===== config.mk =====
export PLATFORM = sky130hd
export DESIGN_NAME = i2c_byte_engine
export DESIGN_NICKNAME = d
export VERILOG_FILES = /design/src/rtl/i2cb_pkg.sv /design/src/rtl/i2cb_line_sync.sv /design/src/rtl/i2cb_shifter.sv /design/src/rtl/i2cb_addr_match.sv /design/src/rtl/i2c_byte_engine.sv
export SDC_FILE = /design/constraint.sdc
export NUM_CORES = 1
export LEC_CHECK = 0
export CAP_MARGIN = 25
export CORE_MARGIN = 2
export CORE_UTILIZATION = 35
export DETAILED_ROUTE_END_ITERATION = 10
export PLACE_DENSITY = 0.6
export SYNTH_ARGS = -nofsm -noshare
export SYNTH_HDL_FRONTEND = slang
export SYNTH_SLANG_ARGS = --single-unit

===== constraint.sdc =====
create_clock -name clk -period 2.1 [get_ports clk]
set_clock_uncertainty 0.1 [all_clocks]
set_input_delay 0.21 -clock clk [delete_from_list [all_inputs] [get_ports clk]]
set_output_delay 0.21 -clock clk [all_outputs]
set_load 0.05 [all_outputs]

===== src/rtl/i2cb_pkg.sv =====
package i2cb_pkg;
  typedef enum logic [2:0] {
    ST_IDLE,
    ST_ADDR,
    ST_RX,
    ST_TX,
    ST_SKIP
  } eng_state_t;
endpackage


===== src/rtl/i2cb_line_sync.sv =====
module i2cb_line_sync #(
  parameter int STAGES = 2
) (
  input  logic clk,
  input  logic rst,
  input  logic scl_i,
  input  logic sda_i,
  output logic scl_s,
  output logic sda_s,
  output logic scl_rise,
  output logic scl_fall,
  output logic start_det,
  output logic stop_det
);
  logic [STAGES-1:0] scl_ff;
  logic [STAGES-1:0] sda_ff;
  logic              scl_q;
  logic              sda_q;

  generate
    for (genvar g = 0; g < STAGES; g++) begin : g_stage
      always_ff @(posedge clk) begin
        if (rst) begin
          scl_ff[g] <= 1'b1;
          sda_ff[g] <= 1'b1;
        end else if (g == 0) begin
          scl_ff[g] <= scl_i;
          sda_ff[g] <= sda_i;
        end else begin
          scl_ff[g] <= scl_ff[(g == 0) ? 0 : g-1];
          sda_ff[g] <= sda_ff[(g == 0) ? 0 : g-1];
        end
      end
    end
  endgenerate

  always_ff @(posedge clk) begin
    if (rst) begin
      scl_q <= 1'b1;
      sda_q <= 1'b1;
    end else begin
      scl_q <= scl_ff[STAGES-1];
      sda_q <= sda_ff[STAGES-1];
    end
  end

  assign scl_s     = scl_ff[STAGES-1];
  assign sda_s     = sda_ff[STAGES-1];
  assign scl_rise  = scl_s & ~scl_q;
  assign scl_fall  = ~scl_s & scl_q;
  assign start_det = scl_s & scl_q & sda_q & ~sda_s;
  assign stop_det  = scl_s & scl_q & ~sda_q & sda_s;
endmodule


===== src/rtl/i2cb_shifter.sv =====
module i2cb_shifter #(
  parameter int W  = 8,
  parameter int CW = $clog2(W + 2)
) (
  input  logic          clk,
  input  logic          rst,
  input  logic          rise,
  input  logic          cnt_clr,
  input  logic          ld,
  input  logic [W-1:0]  ld_val,
  input  logic          sda_s,
  output logic [W-1:0]  data,
  output logic [CW-1:0] cnt,
  output logic          ack_bit
);
  localparam logic [CW-1:0] CNT_ACK = CW'(W);
  localparam logic [CW-1:0] CNT_END = CW'(W + 1);

  always_ff @(posedge clk) begin
    if (rst) begin
      data    <= '0;
      cnt     <= '0;
      ack_bit <= 1'b1;
    end else if (cnt_clr) begin
      cnt <= '0;
    end else if (ld) begin
      data <= ld_val;
    end else if (rise) begin
      if (cnt < CNT_ACK) begin
        data <= {data[W-2:0], sda_s};
        cnt  <= cnt + 1'b1;
      end else if (cnt == CNT_ACK) begin
        ack_bit <= sda_s;
        cnt     <= CNT_END;
      end
    end
  end
endmodule


===== src/rtl/i2cb_addr_match.sv =====
module i2cb_addr_match #(
  parameter int AW = 7
) (
  input  logic [AW:0]   rx_byte,
  input  logic [AW-1:0] own,
  input  logic          gc_en,
  input  logic          host_mode,
  output logic          hit,
  output logic          gc,
  output logic          rd
);
  always_comb begin
    gc  = gc_en && !host_mode && (rx_byte == '0);
    hit = !host_mode && ((rx_byte[AW:1] == own) || gc);
    rd  = rx_byte[0];
  end
endmodule


===== src/rtl/i2c_byte_engine.sv =====
module i2c_byte_engine #(
  parameter int DATA_W      = 8,
  parameter int SYNC_STAGES = 2
) (
  input  logic              clk,
  input  logic              rst,
  input  logic              scl_i,
  input  logic              sda_i,
  output logic              scl_drive_low,
  output logic              sda_drive_low,
  input  logic              host_mode,
  input  logic              ack_en,
  input  logic              own_wr,
  input  logic [DATA_W-1:0] own_wdata,
  input  logic              cpu_wr,
  input  logic [DATA_W-1:0] cpu_wdata,
  output logic [DATA_W-1:0] cpu_rdata,
  output logic              irq,
  input  logic              irq_clr,
  output logic              addr_hit,
  output logic              gc_hit,
  output logic              slave_tx
);
  import i2cb_pkg::*;

  localparam int ADDR_W = DATA_W - 1;
  localparam int CNT_W  = $clog2(DATA_W + 2);
  localparam logic [CNT_W-1:0] CNT_ACK = CNT_W'(DATA_W);
  localparam logic [CNT_W-1:0] CNT_END = CNT_W'(DATA_W + 1);

  logic scl_s, sda_s, scl_rise, scl_fall, start_det, stop_det;
  logic [DATA_W-1:0] shift_q;
  logic [CNT_W-1:0]  bit_cnt;
  logic              ack_bit;
  logic [ADDR_W-1:0] own_addr;
  logic              gc_en;
  logic              m_hit, m_gc, m_rd;
  logic              take, take_gc, take_rd;
  logic              sda_low;
  logic              fall8, fall9, fall_mid;
  eng_state_t        st;

  i2cb_line_sync #(.STAGES(SYNC_STAGES)) u_sync (
    .clk(clk), .rst(rst), .scl_i(scl_i), .sda_i(sda_i),
    .scl_s(scl_s), .sda_s(sda_s), .scl_rise(scl_rise), .scl_fall(scl_fall),
    .start_det(start_det), .stop_det(stop_det)
  );

  assign fall8    = scl_fall && (bit_cnt == CNT_ACK);
  assign fall9    = scl_fall && (bit_cnt == CNT_END);
  assign fall_mid = scl_fall && (bit_cnt != '0) && (bit_cnt < CNT_ACK);

  i2cb_shifter #(.W(DATA_W), .CW(CNT_W)) u_shift (
    .clk(clk), .rst(rst), .rise(scl_rise),
    .cnt_clr(start_det | stop_det | fall9),
    .ld(cpu_wr & irq), .ld_val(cpu_wdata), .sda_s(sda_s),
    .data(shift_q), .cnt(bit_cnt), .ack_bit(ack_bit)
  );

  i2cb_addr_match #(.AW(ADDR_W)) u_match (
    .rx_byte(shift_q), .own(own_addr), .gc_en(gc_en), .host_mode(host_mode),
    .hit(m_hit), .gc(m_gc), .rd(m_rd)
  );

  always_ff @(posedge clk) begin
    if (rst) begin
      own_addr <= '0;
      gc_en    <= 1'b0;
    end else if (own_wr) begin
      own_addr <= own_wdata[DATA_W-1:1];
      gc_en    <= own_wdata[0];
    end
  end

  always_ff @(posedge clk) begin
    if (rst) begin
      st       <= ST_IDLE;
      sda_low  <= 1'b0;
      addr_hit <= 1'b0;
      gc_hit   <= 1'b0;
      slave_tx <= 1'b0;
      take     <= 1'b0;
      take_gc  <= 1'b0;
      take_rd  <= 1'b0;
    end else if (start_det || stop_det) begin
      st       <= start_det ? ST_ADDR : ST_IDLE;
      sda_low  <= 1'b0;
      addr_hit <= 1'b0;
      gc_hit   <= 1'b0;
      slave_tx <= 1'b0;
    end else begin
      if (irq && irq_clr && st == ST_TX)
        sda_low <= ~shift_q[DATA_W-1];
      if (fall_mid && st == ST_TX)
        sda_low <= ~shift_q[DATA_W-1];
      if (fall8) begin
        case (st)
          ST_ADDR: begin
            take    <= m_hit && ack_en;
            take_gc <= m_gc;
            take_rd <= m_rd;
            sda_low <= m_hit && ack_en;
          end
          ST_RX:   sda_low <= ack_en;
          default: sda_low <= 1'b0;
        endcase
      end
      if (fall9) begin
        sda_low <= 1'b0;
        case (st)
          ST_ADDR: begin
            if (take) begin
              addr_hit <= 1'b1;
              gc_hit   <= take_gc;
              slave_tx <= take_rd;
              st       <= take_rd ? ST_TX : ST_RX;
            end else begin
              st <= ST_SKIP;
            end
          end
          ST_TX: begin
            if (ack_bit) begin
              st       <= ST_SKIP;
              slave_tx <= 1'b0;
            end
          end
          default: ;
        endcase
      end
    end
  end

  always_ff @(posedge clk) begin
    if (rst)
      irq <= 1'b0;
    else if (fall9 && (st == ST_RX || st == ST_TX || (st == ST_ADDR && take)))
      irq <= 1'b1;
    else if (irq_clr)
      irq <= 1'b0;
  end

  assign scl_drive_low = irq;
  assign sda_drive_low = sda_low;
  assign cpu_rdata     = shift_q;
endmodule


# After elaboration in Yosys (flattened, before gate mapping)
# Index checks and enable logic that the tools add are counted.
[op_classes]
mux = 21
bitwise_logic = 19
div = 0
n_shift = 0
reduce_logical = 38
eq_ne = 9
addsub = 1
n_lt_le_gt_ge = 1
multipliers = 0
[ops]
columns = ["operator", "count"]
rows = [
  ["8-bit 2-to-1 mux", 3],
  ["3-bit AND reduction", 5],
  ["1-bit logical AND", 13],
  ["3-bit 2-to-1 mux", 4],
  ["2-bit nonzero test", 6],
  ["1-bit 2-to-1 mux", 9],
  ["1-bit NOT", 9],
  ["1-bit bitwise AND", 8],
  ["4-bit equality test (second input constant)", 2],
  ["8-bit zero test", 1],
  ["4-bit 2-to-1 mux", 2],
  ["7-bit equality test", 1],
  ["3-bit by 2-bit equality test with 1-bit output (second input constant)", 2],
  ["3-bit case mux with 2 select lines", 1],
  ["3-bit nonzero test", 2],
  ["5-bit AND reduction", 1],
  ["4-bit by 1-bit adder with 4-bit output (second input constant)", 1],
  ["1-bit logical OR", 4],
  ["4-bit less-than comparator (second input constant)", 1],
  ["1-bit case mux with 2 select lines", 2],
  ["4-bit AND reduction", 1],
  ["4-bit nonzero test", 1],
  ["2-bit OR reduction", 2],
  ["3-bit by 1-bit equality test with 1-bit output (second input constant)", 1],
  ["other kinds (6)", 7],
]
[totals]
ramBits = 0
in_bits = 25
wordCells = 109
n_memories = 0
latchBits = 0
out_inout_bits = 14
rom_bits = 0
regBits = 38

# Longest topological paths before layout
[depth]
ltp_word = 8
mapped_depth = 8
ltp_nobuf = 7

# Hierarchy
# Synthesis repeated with hierarchy kept, for this count alone.
[hier_totals]
hier_cells = 204
hier_area_um2 = 1945.6
[by_module_without_submodules]
columns = ["mod", "n_inst", "area_per_inst_um2", "cells_each"]
rows = [
  ["i2c_byte_engine", 1, 909.6, 100],
  ["i2cb_shifter", 1, 718.2, 74],
  ["i2cb_line_sync", 1, 190.2, 16],
  ["i2cb_addr_match", 1, 127.6, 14],
]

# Worst setup path before layout
# OpenSTA, ideal clock, no wires.
[synth_timing]
path_type = "register to register"
from = "register irq"
to = "register u_shift.data[7]"
setup_ps = 91
n_path_buf = 2
t_arrival_ps = 1679
stages_incl_launch_ff = 8
path_slack_ps = 230
cell_sequence = "dfxtp_1 -> nand2_1 -> buf_4 -> a21oi_1 -> o21a_2 -> buf_4 -> nor2_1 -> a311oi_1"
[synth_between]
elab_chain_cells = 3
elab_cells_between_ends = 5
classes_between = "mux (1); bitwise (1); reduce/logical (3)"
[synth_lines]
columns = ["item", "line", "rtl"]
rows = [
  ["start, declared", "i2c_byte_engine.sv:18", "output logic irq,"],
  ["start signal, assigned", "i2c_byte_engine.sv:135", "irq <= 1'b0;"],
  ["start signal, assigned", "i2c_byte_engine.sv:137", "irq <= 1'b1;"],
  ["start signal, assigned", "i2c_byte_engine.sv:139", "irq <= 1'b0;"],
  ["1-bit bitwise AND (*)", "i2c_byte_engine.sv:56", ".ld(cpu_wr & irq), .ld_val(cpu_wdata), .sda_s(sda_s),"],
  ["2-bit nonzero test (no line)", "n/a", ""],
  ["3-bit AND reduction (no line)", "n/a", ""],
  ["end signal, assigned", "i2cb_shifter.sv:27", "data <= ld_val;"],
  ["end signal, assigned", "i2cb_shifter.sv:30", "data <= {data[W-2:0], sda_s};"],
  ["end, declared", "i2cb_shifter.sv:12", "output logic [W-1:0] data,"],
]
# Mark *: on every way between the ends. The rest lies on a longest branch, timed or not.
# A chain may end at the register's enable or synchronous reset.

# Final worst setup path
[layout_timing]
from = "register u_shift.data[7]"
to = "output port cpu_rdata[7]"
[layout_lines]
columns = ["item", "line", "rtl"]
rows = [
  ["end, declared", "i2c_byte_engine.sv:17", "output logic [DATA_W-1:0] cpu_rdata,"],
]
# No word-level cell between the ends.

==> results.ini <==
[run_status]
run_status = finished clean

[timing]
period_minus_ws_final_ns = 1.91
timing_worst_slew_pin_value_ns = 0.504
timing.final.setup_violations = 0
grt_setup_unrepaired = false
share_of_the_clock_period_used_by_the_worst_path_pct = 90.9
whs_ns = 0.309
final-hold-violation-count = 0
slew_violations = 0
max_slew_margin_pct = 66.3
achievable-frequency_mhz = 524
final.setup.tns_ns = 0

[grt]
gr-total-overflow = 0
globalRouteMet3Util_pct = 3.55
antenna_found_initial = 0
grt_first_pass_wirelength_um = 6960
grt_usage_pct = 14.9
met2_usage_pct = 22.0
first_global_vias = 1448
global_route.usage.met1_pct = 20.7
grt_max_degree = 29
grt-busiest-layer = met2

[drt]
routed_wl_um = 4030
via_count = 1515
post_dr_wirelength_cell_um = 13.0
post-route-drc-count = 0
vias_per_cell = 4.89
drt_pre_antenna_iters = 4
final_antenna_net_count = 0
iteration_0_drc_count_of_the_detailed_router = 56

[placed_design]
gpl.final_weighted_congestion = 0.835
placement.io_buffers = 38
placedInstanceArea_mm2 = 0.00226
detailedPlacementHpwl_um = 2990

[clock_tree]
ctsResizeCount = 0
cts_tree = done
cts.htree.levels = 2
clock_path_buffers = 2
clock_insertion_delay_worst_skew_ns = 0.29
clock-root-buffer = clkbuf_8
clock_sinks = 38
cts_inserted_buffers = 5
cts_hold_repair.buffers = 0
cts_clock_pin_slew_for_the_worst_setup_and_hold_paths_ns = 0.07
post_cts_setup_buffers = 0

[flow_run]
max_cap_violations = 0

[setup_path]
crit_family = buffers and inverters
timing.critical_path.from_type = flip-flop
worst-path-buf-inv = 1
crit_arrival_ns = 1.60
largest_fanout_on_the_critical_path = 5
setup.worst_path.class = flip-flop to primary output
crit_path_cell_trace = clkdlybuf4s50_1
critical-path-slowest-cell = clkdlybuf4s50_1
critPathCaptureType = primary output
cp_slowest_stage_delay_ns = 0.86
critPathRequiredTime_ns = 1.79

[floorplanning]
fp.dieArea_mm2 = 0.00584
core_region_area_mm2 = 0.00507
die_width_um = 76.4
floorplan.io_pins = 39
die_h_um = 76.4
core.rowCount = 26
initial_core_util_pct = 36.2

[power_and_ir_drop]
power.density_mw_per_mm2 = 611
internal_power_uw = 1100
total_power_uw = 1440
combPwrFrac_pct = 11.7
total_switching_power_uw = 343
leakagePower_uw = 0.000876
share_seq_of_total_power_pct = 52.9
power.ir.vdd_worst_uv = 293
clock_power_share_pct = 35.4
switching_share_pct = 23.8

[synth]
yosys_warnings = 0
post_synth_num_cell_types = 41
synthesis.instances = 201
synth_nets = 229
synth_enable_flop_cells = 0
synth_ff_type = dfxtp_1
syn-cell-area_mm2 = 0.00184
seq_area_frac_synth_pct = 41.4
synth_async_sr_flop_share_pct = 0
synth.ff_latch_count = 38
mean_post_synth_cell_area_um2 = 9.14

[layout]
nFillCells = 517
layout-drive-gt1-share_pct = 12.1
layout_commonest_cell = dfxtp_1
most_frequent_cells_in_the_layout = dfxtp_1, clkdlybuf4s50_1, nor2_1
diodes = 0
stdcell_area_mm2 = 0.00236
design.final.nets = 267
layout-area-overhead-vs-synth_pct = 28.3

[hold_path]
holdCritPathClass = flip-flop to flip-flop

-- final cells by class --
class | instances | area [µm²] | share of cell area (%)
Timing Repair Buffer | 43 | 413 | 17.5
Tap cell | 70 | 87.6 | 3.72
Inverter | 4 | 15.0 | 0.637
Clock inverter | 1 | 5.00 | 0.212
Multi-Input combinational cell | 147 | 988 | 42.0
Clock buffer | 7 | 86.3 | 3.66
Sequential cell | 38 | 761 | 32.3
-- synthesized netlist by cell type, types with 2 or more instances --
library cell	instances	area, µm²
xor2_1	9	78.8
nor4_1	2	12.5
nand3b_1	4	30.0
a21o_1	2	15.0
ha_1	3	37.5
nand2_1	15	56.3
or2_2	6	37.5
nand2b_1	6	37.5
mux2i_1	14	140
buf_4	5	37.5
a21oi_1	11	55.1
dfxtp_1	38	761
inv_1	4	15.0
nor3b_1	2	15.0
clkbuf_1	5	18.8
a311oi_1	9	78.8
nor2_1	31	116
a31oi_1	2	12.5
nand3_1	11	55.1
-- metrics by stage --
stage	worst slack, ns	instances	utilization [%]
4_1_cts	0.162	310	46.4
3_5_place_dp	0.164	302	44.6
5_1_grt	0.144	310	46.4
3_3_place_gp	0.228	302	44.6
2_1_floorplan	0.230	201	-
6_report	0.191	310	46.4
-- sequential cells by signal (all words and copies together) (netlist names), 3 cells and up --
| name | flops |
|---|---|
| u_shift.data | 8 |
| own_addr | 7 |
| u_shift.cnt | 4 |
| st | 3 |
-- power groups by stage --
stage / Clock, µW / Sequential [µW] / Combinational, µW
2_1_floorplan: 0 / 788 / 83.1
3_3_place_gp: 0 / 778 / 168
3_5_place_dp: 0 / 778 / 169
4_1_cts: 532 / 761 / 169
5_1_grt: 565 / 765 / 184
6_report: 509 / 761 / 168
-- cells by family (layout without fill, tap and decap cells) --
kind of cell             count (synthesis)  count (layout)  share of synthesized area [%]
AO/OA/AOI/OAI                           31              31                           12.0
XOR/XNOR                                 9               9                           4.29
adder cells (fa/ha/maj)                  3               3                           2.04
buffers and inverters                   16              55                           4.77
flip-flops                              38              38                           41.4
multiplexers                            15              15                           8.24
AND/OR/NAND/NOR                         89              89                           27.2
-- per-layer routing --
layer	routed length (µm)	vias to the layer above
met2	1820	23
li1	-	777
met1	2030	710
met3	118	5
met5	0	-
met4	57	0
-- path summary, 6_finish.rpt --
kind | from | end | slack, ns | cells past startpoint
worst max-delay path | u_shift.data[7] | cpu_rdata[7] | 0.19 | 1
worst min-delay path | u_sync.scl_ff[0] | u_sync.scl_s | 0.31 | 1
worst max register to register | u_shift.cnt[0] | sda_drive_low | 0.33 | 7
worst min register to register | u_sync.scl_ff[0] | u_sync.scl_s | 0.31 | 1
Power figures use the tool's default switching activity.
